===== src/rtl/cordic_mag_pkg.sv =====
package cordic_mag_pkg;

    // Phases of the iterative engine
    typedef enum logic [1:0] {
        PH_IDLE   = 2'd0,
        PH_ROTATE = 2'd1,
        PH_SCALE  = 2'd2
    } phase_e;

    // Reciprocal of the CORDIC gain as an unsigned fraction with GAIN_FB bits
    localparam int GAIN_FB = 32;
    localparam logic [GAIN_FB-1:0] INV_GAIN = 32'h9B74_EDA8;

    // Fractional guard bits that absorb truncation of the shifted terms
    function automatic int guard_bits(input int iters);
        return $clog2(iters) + 2;
    endfunction

    // Width of the iteration index
    function automatic int idx_bits(input int iters);
        return (iters > 1) ? $clog2(iters) : 1;
    endfunction

endpackage


===== src/rtl/cordic_mag_precond.sv =====
module cordic_mag_precond
    import cordic_mag_pkg::*;
#(
    parameter int IN_W = 32,
    parameter int XW   = 41,
    parameter int FRAC = 7
) (
    input  logic signed [IN_W-1:0] a_in,
    input  logic signed [IN_W-1:0] b_in,
    output logic signed [XW-1:0]   x0,
    output logic signed [XW-1:0]   y0
);

    localparam int EXT = XW - IN_W;

    logic signed [XW-1:0] a_ext;
    logic signed [XW-1:0] b_ext;
    logic signed [XW-1:0] a_abs;

    assign a_ext = {{EXT{a_in[IN_W-1]}}, a_in};
    assign b_ext = {{EXT{b_in[IN_W-1]}}, b_in};

    // Folding the sign of the first component keeps the length and lands
    // the vector in the right half-plane, inside the convergence range.
    assign a_abs = a_in[IN_W-1] ? -a_ext : a_ext;

    assign x0 = a_abs <<< FRAC;
    assign y0 = b_ext <<< FRAC;

endmodule


===== src/rtl/cordic_mag_microrot.sv =====
module cordic_mag_microrot #(
    parameter int XW = 41,
    parameter int SW = 5
) (
    input  logic signed [XW-1:0] x_in,
    input  logic signed [XW-1:0] y_in,
    input  logic        [SW-1:0] shift,
    output logic signed [XW-1:0] x_out,
    output logic signed [XW-1:0] y_out
);

    logic signed [XW-1:0] x_sh;
    logic signed [XW-1:0] y_sh;

    always_comb begin
        x_sh = x_in >>> shift;
        y_sh = y_in >>> shift;
        if (y_in[XW-1]) begin
            // below the axis: turn counter-clockwise
            x_out = x_in - y_sh;
            y_out = y_in + x_sh;
        end else begin
            // on or above the axis: turn clockwise
            x_out = x_in + y_sh;
            y_out = y_in - x_sh;
        end
    end

endmodule


===== src/rtl/cordic_mag_descale.sv =====
module cordic_mag_descale
    import cordic_mag_pkg::*;
#(
    parameter int XW    = 41,
    parameter int FRAC  = 7,
    parameter int OUT_W = 33
) (
    input  logic signed [XW-1:0]    x_in,
    output logic        [OUT_W-1:0] mag_out
);

    localparam int PW = XW + GAIN_FB;
    localparam int SH = GAIN_FB + FRAC;

    logic [PW-1:0] x_wide;
    logic [PW-1:0] term [GAIN_FB];
    logic [PW-1:0] acc;

    assign x_wide = PW'($unsigned(x_in));

    // One shifted copy of x per set bit of the inverse gain
    for (genvar k = 0; k < GAIN_FB; k++) begin : g_tap
        if (INV_GAIN[k]) begin : g_on
            assign term[k] = x_wide << k;
        end else begin : g_off
            assign term[k] = '0;
        end
    end

    // Sum of the taps, with a half-LSB of the output added for rounding
    always_comb begin
        acc = PW'(1) << (SH - 1);
        for (int k = 0; k < GAIN_FB; k++) begin
            acc = acc + term[k];
        end
    end

    assign mag_out = OUT_W'(acc >> SH);

endmodule


===== src/rtl/cordic_mag_seq.sv =====
module cordic_mag_seq
    import cordic_mag_pkg::*;
#(
    parameter int ITER = 32,
    parameter int SW   = 5
) (
    input  logic          clk,
    input  logic          rst,
    input  logic          start,
    output logic          busy,
    output logic          load,
    output logic          rot_en,
    output logic          scale_en,
    output logic          done,
    output logic [SW-1:0] step
);

    localparam logic [SW-1:0] LAST_STEP = SW'(ITER - 1);

    phase_e        ph_q;
    logic [SW-1:0] step_q;
    logic          done_q;

    always_ff @(posedge clk) begin
        if (rst) begin
            ph_q   <= PH_IDLE;
            step_q <= '0;
            done_q <= 1'b0;
        end else begin
            done_q <= 1'b0;
            case (ph_q)
                PH_IDLE: begin
                    if (start) begin
                        ph_q   <= PH_ROTATE;
                        step_q <= '0;
                    end
                end
                PH_ROTATE: begin
                    if (step_q == LAST_STEP) begin
                        ph_q <= PH_SCALE;
                    end else begin
                        step_q <= step_q + 1'b1;
                    end
                end
                PH_SCALE: begin
                    ph_q   <= PH_IDLE;
                    done_q <= 1'b1;
                end
                default: ph_q <= PH_IDLE;
            endcase
        end
    end

    assign busy     = (ph_q != PH_IDLE);
    assign load     = start && (ph_q == PH_IDLE);
    assign rot_en   = (ph_q == PH_ROTATE);
    assign scale_en = (ph_q == PH_SCALE);
    assign done     = done_q;
    assign step     = step_q;

endmodule


===== src/rtl/cordic_mag.sv =====
module cordic_mag
    import cordic_mag_pkg::*;
#(
    parameter int IN_W = 32,
    parameter int ITER = 32
) (
    input  logic               clk,
    input  logic               rst,
    input  logic               start,
    input  logic signed [IN_W-1:0] a_in,
    input  logic signed [IN_W-1:0] b_in,
    output logic               busy,
    output logic               done,
    output logic [IN_W:0]      mag
);

    localparam int FRAC  = guard_bits(ITER);
    localparam int XW    = IN_W + 2 + FRAC;
    localparam int OUT_W = IN_W + 1;
    localparam int SW    = idx_bits(ITER);

    logic                 load;
    logic                 rot_en;
    logic                 scale_en;
    logic [SW-1:0]        step;
    logic signed [XW-1:0] x0;
    logic signed [XW-1:0] y0;
    logic signed [XW-1:0] x_q;
    logic signed [XW-1:0] y_q;
    logic signed [XW-1:0] x_nx;
    logic signed [XW-1:0] y_nx;
    logic [OUT_W-1:0]     mag_nx;
    logic [OUT_W-1:0]     mag_q;

    cordic_mag_seq #(
        .ITER (ITER),
        .SW   (SW)
    ) u_seq (
        .clk      (clk),
        .rst      (rst),
        .start    (start),
        .busy     (busy),
        .load     (load),
        .rot_en   (rot_en),
        .scale_en (scale_en),
        .done     (done),
        .step     (step)
    );

    cordic_mag_precond #(
        .IN_W (IN_W),
        .XW   (XW),
        .FRAC (FRAC)
    ) u_precond (
        .a_in (a_in),
        .b_in (b_in),
        .x0   (x0),
        .y0   (y0)
    );

    cordic_mag_microrot #(
        .XW (XW),
        .SW (SW)
    ) u_rot (
        .x_in  (x_q),
        .y_in  (y_q),
        .shift (step),
        .x_out (x_nx),
        .y_out (y_nx)
    );

    cordic_mag_descale #(
        .XW    (XW),
        .FRAC  (FRAC),
        .OUT_W (OUT_W)
    ) u_descale (
        .x_in    (x_q),
        .mag_out (mag_nx)
    );

    always_ff @(posedge clk) begin
        if (rst) begin
            x_q   <= '0;
            y_q   <= '0;
            mag_q <= '0;
        end else begin
            if (load) begin
                x_q <= x0;
                y_q <= y0;
            end else if (rot_en) begin
                x_q <= x_nx;
                y_q <= y_nx;
            end
            if (scale_en) begin
                mag_q <= mag_nx;
            end
        end
    end

    assign mag = mag_q;

endmodule


===== config.mk =====
export PLATFORM = sky130hd
export DESIGN_NAME = cordic_mag
export DESIGN_NICKNAME = d
export VERILOG_FILES = /design/src/rtl/cordic_mag_pkg.sv /design/src/rtl/cordic_mag_precond.sv /design/src/rtl/cordic_mag_microrot.sv /design/src/rtl/cordic_mag_descale.sv /design/src/rtl/cordic_mag_seq.sv /design/src/rtl/cordic_mag.sv
export SDC_FILE = /design/constraint.sdc
export NUM_CORES = 2
export LEC_CHECK = 0
export ABC_CLOCK_PERIOD_IN_PS = 11200
export BUFFER_PORTS_ARGS = -buffer_cell sky130_fd_sc_hd__buf_2
export CORE_MARGIN = 2
export CORE_UTILIZATION = 32
export CTS_CLUSTER_DIAMETER = 40
export DETAILED_ROUTE_END_ITERATION = 10
export PLACE_DENSITY_LB_ADDON = 0.2
export SYNTH_ARGS = -nofsm -noshare
export SYNTH_HDL_FRONTEND = slang
export SYNTH_SLANG_ARGS = --single-unit
export TNS_END_PERCENT = 20

===== constraint.sdc =====
create_clock -name clk -period 11.2 [get_ports clk]
set_input_delay 2.24 -clock clk [delete_from_list [all_inputs] [get_ports clk]]
set_output_delay 2.24 -clock clk [all_outputs]
set_load 0.1 [all_outputs]

### Word level (Yosys, flattened, before mapping)

Index checks and enable logic that the tools add are counted.

| cells by class | value |
|---|---|
| add/sub/neg operators | 24 |
| multiply operators | 0 |
| divide/modulo/power cells | 0 |
| magnitude comparators | 0 |
| equal/unequal tests | 6 |
| shift-type cells | 2 |
| multiplexer cells | 14 |
| bitwise logic cells | 0 |
| reductions and logical operators | 8 |

Operators with widths:

| cell | count |
|---|---|
| $mux 41 | 6 |
| $add 41x41->41 | 2 |
| $sshr 41x5->41 | 2 |
| $sub 41x41->41 | 2 |
| $add 72x48->72 | 1 |
| $add 72x49->72 | 1 |
| $add 72x51->72 | 1 |
| $add 72x52->72 | 1 |
| $add 72x54->72 | 1 |
| $add 72x55->72 | 1 |
| $add 72x56->72 | 1 |
| $add 72x59->72 | 1 |
| $add 72x61->72 | 1 |
| $add 72x62->72 | 1 |
| $add 72x63->72 | 1 |
| $add 72x65->72 | 1 |
| $add 72x66->72 | 1 |
| $add 72x68->72 | 1 |
| $add 72x69->72 | 1 |
| $add 72x72->72 | 1 |
| $add 45x46->47 | 1 |
| $add 39x44->45 const A | 1 |
| $mux 34 | 1 |
| $neg 32->34 | 1 |
| other kinds (17) | 22 |

| word-level totals | value |
|---|---|
| register bits | 123 |
| latch bits | 0 |
| memory bits (writable) | 0 |
| bits in read-only memories | 0 |
| input port bits | 67 |
| output and inout port bits | 35 |
| logic and storage cells | 62 |
| memories | 0 |

### Longest topological paths before layout

| logic depth | value |
|---|---|
| word-level depth | 18 |
| depth in mapped cells | 35 |

### Modules after synthesis

A second synthesis with hierarchy kept.

| second synthesis, totals | value |
|---|---|
| cells, all modules | 3939 |
| area total of the unflattened synthesis | 37051.8 sq um |

Modules (own cells, without submodules):

| module | times used | cells each | area an instance (sq um) | seq. area each (sq um) |
|---|---|---|---|---|
| cordic_mag_descale | 1 | 1653 | 17275.3 | 0.0 |
| cordic_mag_microrot | 1 | 1624 | 13172.6 | 0.0 |
| cordic_mag | 1 | 471 | 5078.6 | 2302.2 |
| cordic_mag_precond | 1 | 145 | 1083.5 | 0.0 |
| cordic_mag_seq | 1 | 46 | 441.7 | 160.2 |

### Least setup slack after synthesis

Ideal clock, no wire load.

| path | value |
|---|---|
| path kind | flip-flop to flip-flop |
| start point | register x_q[3] |
| end point | register mag_q[20], in the netlist mag[20] |
| arrival time | 9.470 ns |
| setup slack | 1.611 ns |
| stages on the path, launching flop included | 34 |
| clock period less this slack | 9.589 ns |
| cells stage by stage | dfxtp_1 -> ha_1 -> and3_1 -> fa_1 -> a21o_1 -> a21oi_1 -> o211ai_1 -> a31oi_1 -> o21ai_0 -> a221o_1 -> a21oi_1 -> o21a_1 -> o21ai_0 -> xnor2_1 -> fa_1 -> inv_1 -> fa_1 -> fa_1 -> fa_1 -> fa_1 -> fa_1 -> inv_1 -> ha_1 -> a21oi_1 -> o21bai_1 -> a21o_1 -> or3_1 -> a21o_1 -> a2111oi_0 -> o21ba_2 -> o221ai_1 -> a21oi_1 -> xnor2_1 -> a22o_1 |

| between the ends | value |
|---|---|
| word-level cells in the longest chain between the ends | 18 |

RTL lines:

| what | RTL line | RTL |
|---|---|---|
| from (decl) | cordic_mag.sv:28 | `logic signed [XW-1:0] x_q;` |
| from (signal assigned) | cordic_mag.sv:91 | `x_q <= x_nx;` |
| $add 39x44->45 | cordic_mag_descale.sv:34 | `acc = acc + term[k];` |
| $add 45x46->47 | cordic_mag_descale.sv:34 |  |
| $add 72x48->72 | cordic_mag_descale.sv:34 |  |
| $add 72x49->72 | cordic_mag_descale.sv:34 |  |
| $add 72x51->72 | cordic_mag_descale.sv:34 |  |
| $add 72x52->72 | cordic_mag_descale.sv:34 |  |
| $add 72x54->72 | cordic_mag_descale.sv:34 |  |
| $add 72x55->72 | cordic_mag_descale.sv:34 |  |
| [... 2 more ...] | - |  |
| $add 72x61->72 | cordic_mag_descale.sv:34 |  |
| $add 72x62->72 | cordic_mag_descale.sv:34 |  |
| $add 72x63->72 | cordic_mag_descale.sv:34 |  |
| $add 72x65->72 | cordic_mag_descale.sv:34 |  |
| $add 72x66->72 | cordic_mag_descale.sv:34 |  |
| $add 72x68->72 | cordic_mag_descale.sv:34 |  |
| $add 72x69->72 | cordic_mag_descale.sv:34 |  |
| $add 72x72->72 * | cordic_mag_descale.sv:34 |  |
| to (signal assigned) | cordic_mag.sv:95 | `mag_q <= mag_nx;` |
| to (decl) | cordic_mag.sv:33 | `logic [OUT_W-1:0] mag_q;` |

Mark *: on every way between the ends. The rest lies on a longest branch, timed or not.
A chain may end at the register's enable or synchronous reset.

### Worst setup path after layout

| path | value |
|---|---|
| start point | register x_q[4] |
| end point | register mag_q[30], in the netlist mag[30] |

Same word-level chain as after synthesis.

==> results by stage <==
Timing:
- The accumulated negative setup slack is 0 ps.
- The post-route clock skew is 29.15 ps.
- The fraction of the cycle the final worst path needs is 0.9209.
- Setup repair after global routing left no endpoint under its margin.
- In the post-route analysis, the smallest setup slack over all paths is 886.4 ps.
- The final critical delay including setup and external delays is 10,310 ps.
- The count of endpoints failing setup in the final report is 0.
- The max-slew violation count is 0.
- The final count of hold timing violations is 0.
- The slew of the pin with the lowest slew margin is 1006 ps.
- Headroom to the max-slew limit came out at 0.3282.
- The maximum clock rate is 96.96 MHz.

Final layout:
- The sequential cell area is 2487 sq um.
- For this run, the share of the core covered by cells in the final layout is 0.3468.
- The proportion of layout cells with a drive suffix above 1 is 0.1070.
- In the layout the commonest cells are sky130_fd_sc_hd__inv_1 (598), sky130_fd_sc_hd__fa_1 (521), sky130_fd_sc_hd__ha_1 (328), sky130_fd_sc_hd__a21oi_1 (298), sky130_fd_sc_hd__nand2_1 (264).
- The final layout net count is 4,801.
- The number of diodes is 0.
- The library cell used most frequently in the layout, excluding fill and tap cells, is sky130_fd_sc_hd__inv_1.
- Counting the fill cells in the layout gives 11.49k.
- The final instance count without filler cells is 5,386.
- The area of the multi-input gates is 30,150 sq um.
- The layout-stage area growth over the synthesis result is 7.470%.

Global route:
- For this run the aggregate overflow at the end of global routing stands at 0.
- The initial antenna violation count was 2.
- The global-route wire length before repair is 182.7 mm.
- For met1 alone, demand over resource in global routing was 0.3023.
- Entering global routing, the biggest net connects 100 pins.
- For this run, the total global-route usage over all layers was measured as 0.2125.
- The global routing stage identified its most utilized layer as met2.
- For this run, global-route usage on met3 was measured as 0.02757.
- The global routing usage on met2 is 0.3410.
- The number of global-route vias before repair was 29.01k.

Setup path:
- The kind of critical path is reg2reg.
- The maximum fanout count along the critical path is 9.
- For the worst setup path, the data arrival time is 10,660 ps.
- In this run the critical register-to-register path is captured at mag[30].
- The largest stage delay on the critical path is 730 ps.
- The type of destination of the critical path is a flop.
- The worst setup path is launched from a flop.
- Counting cells, the worst reg-to-reg path comes to 35.
- Data on the critical path is required at its endpoint by 11,550 ps.
- In this run the register-to-register setup slack is 890 ps.
- On the critical path, the stage with the largest delay is an instance of sky130_fd_sc_hd__a2111oi_0.
- The reg-to-reg critical path startpoint is x_q[4].
- The cell type with the highest occurrence count on the critical path is sky130_fd_sc_hd__fa_1.

Logic synthesis:
- Ranked by total cell area, the synthesized netlist is headed by sky130_fd_sc_hd__fa_1 (29%), sky130_fd_sc_hd__ha_1 (11%), sky130_fd_sc_hd__mux4_2 (7.9%).
- Of all cell types, the one taking the most synthesized area is sky130_fd_sc_hd__fa_1.
- The Yosys step of the flow raised 0 warnings.
- In the synthesized netlist the async set-or-reset flop fraction comes to 0.
- Yosys mapped the design onto 93 distinct sky130hd cell types.
- The share of synthesized area in the top cell type comes to 0.2921.
- The cell count after synthesis came out at 3,860.
- The post-synthesis average cell area is 9.251 sq um.
- The most common flop cell mapped by yosys is sky130_fd_sc_hd__dfxtp_1.
- Of the synthesized area, sequential elements account for 0.06896.
- The number of synthesized register bits is 123.
- The number of enable-type register cells in the synthesized netlist is 0.
- The synthesized area is 35,710 sq um.
- Synthesis produced a netlist with a net count of 4,776.

Min path:
- The worst hold path begins at mag[21].
- For hold timing, the worst endpoint is mag[21].
- The worst hold path cell count is 2.
- The tightest min-delay check is of the reg2reg type.

Floorplanning:
- The number of top-level pins is 102.
- The horizontal extent of the die is 338.1 um.
- The die is 338.1 um tall.
- The number of placement rows is 122.
- The floorplan step defined a core boundary enclosing 110,700 sq um.
- The initial core utilization is 0.3227.
- The area of the die is 114,300 sq um.

Clocking:
- The clock-pin slew on the worst setup and hold paths is 60 ps.
- The clock tree from TritonCTS is built.
- For this design, the CTS-stage hold fixing added 0 buffers.
- The clock latency at the later pin of the worst-skew pair is 520 ps.
- The maximum level of the CTS H-tree is 4.
- The root buffer cell is sky130_fd_sc_hd__clkbuf_16.
- Buffers inserted during clock tree synthesis total 17.
- Post-CTS repair changed the size of 0 cells.
- Clock tree synthesis found a total of 123 sinks.
- The number of setup buffers added after CTS is 0.
- The number of buffers between clock root and the deepest sink is 2.

Route:
- For this block, the via count after detailed routing is 28.90k.
- The first-iteration detailed-routing DRC count is 2,335.
- Using the TritonRoute via totals, the vias-per-cell ratio works out to 5.366.
- The DRC violation count after routing is 0.
- The routed length per instance is 22.09 um.
- The wire length reported by the detailed router is 119.0 mm.
- The number of nets with antenna violations after detailed routing is 0.
- The pre-antenna-repair detailed-routing pass consisted of 6 iterations.

Placement:
- The number of port buffers is 101.
- The routability-driven placement congestion ratio is 0.9219.
- The post-place setup slack is 941.1 ps.
- Once placement completed, the tool counted placed cells totaling 5,354.
- The placed wire-length estimate is 96.25 mm.

Job:
- Max-cap violations in this run came to 0.

Run status:
- The flow ran to the end, and the final reports show no timing, DRC or antenna violations.
## per-stage QoR
| stage | hold slack (ps) | area (sq um) |
|---|---|---|
| 5_1_grt | 468.1 | 38380 |
| 6_report | 450.3 | 38380 |
| 3_5_place_dp | 444.2 | 37800 |
| 2_1_floorplan | 450.7 | 35710 |
| 4_1_cts | 453.5 | 38380 |
| 3_3_place_gp | 439.1 | 37800 |
## cell usage after synthesis (28+ instances only)
master / n
sky130_fd_sc_hd__ha_1: 328
sky130_fd_sc_hd__nand4_1: 28
sky130_fd_sc_hd__mux2i_1: 88
sky130_fd_sc_hd__o21ai_0: 104
sky130_fd_sc_hd__a22oi_1: 52
sky130_fd_sc_hd__inv_1: 598
sky130_fd_sc_hd__mux4_2: 126
sky130_fd_sc_hd__xor2_1: 92
sky130_fd_sc_hd__a21o_1: 87
sky130_fd_sc_hd__clkbuf_1: 96
sky130_fd_sc_hd__nand3_1: 49
sky130_fd_sc_hd__fa_1: 521
sky130_fd_sc_hd__nor2b_1: 30
sky130_fd_sc_hd__nor3_1: 39
sky130_fd_sc_hd__dfxtp_1: 123
sky130_fd_sc_hd__nand2_1: 264
sky130_fd_sc_hd__a21oi_1: 298
sky130_fd_sc_hd__a31oi_1: 55
sky130_fd_sc_hd__nor2_1: 195
sky130_fd_sc_hd__o22ai_1: 47
sky130_fd_sc_hd__xnor2_1: 148
sky130_fd_sc_hd__a211oi_1: 30
## critical path, delay by kind of cell (launching register included)
family	cells	cell delay [ps]
AND/OR/NAND/NOR	3	270
XOR/XNOR	2	340
AO/OA/AOI/OAI	17	4460
buffers and inverters	4	470
flip-flops	1	520
adder cells (fa/ha/maj)	9	4080
## logic make-up (layout without fill, tap and decap cells)
family,after synthesis,in the layout,share of synthesized area
compound gates,891,891,0.1617
fa+ha+maj,849,849,0.4070
buf+inv,766,804,0.08728
simple gates,742,742,0.09877
mux,249,249,0.1174
xor+xnor,240,240,0.05886
flops,123,123,0.06896
## area by class of cell
class / instances / share of cell area
inverter: 601 / 0.05878
sequential: 123 / 0.06481
tap: 1488 / 0.04851
timing repair buffer: 171 / 0.02726
multi-input combinational: 2971 / 0.7857
clock inverter: 12 / 0.002217
clock buffer: 20 / 0.01275
## worst max path at each step
stage                     startpoint       to  slack, ps
final                         x_q[4]  mag[30]        890
after global placement        x_q[4]  mag[30]        920
after CTS                     x_q[4]  mag[29]        880
after detailed placement      x_q[4]  mag[30]        940
after global routing         x_q[12]  mag[30]        230
after floorplan               x_q[3]  mag[20]       1610
## sequential cells by signal, indices dropped and copies added (netlist names)
| register | cells |
|---|---|
| mag | 33 |
| u_seq.done | 1 |
| u_seq.ph_q | 2 |
| u_seq.step | 5 |
| x_q | 41 |
| y_q | 41 |
## metal layers
layer / up-vias / share of wire / wire length [um]
li1: 13410 / - / -
met1: 14540 / 0.46 / 54320
met2: 836 / 0.47 / 55750
met3: 118 / 0.053 / 6308
met4: 2 / 0.022 / 2583
met5: - / 0.00011 / 13
Power is not shown: default switching activity piles up to over one toggle a cycle in this logic, so the estimate is an artifact.
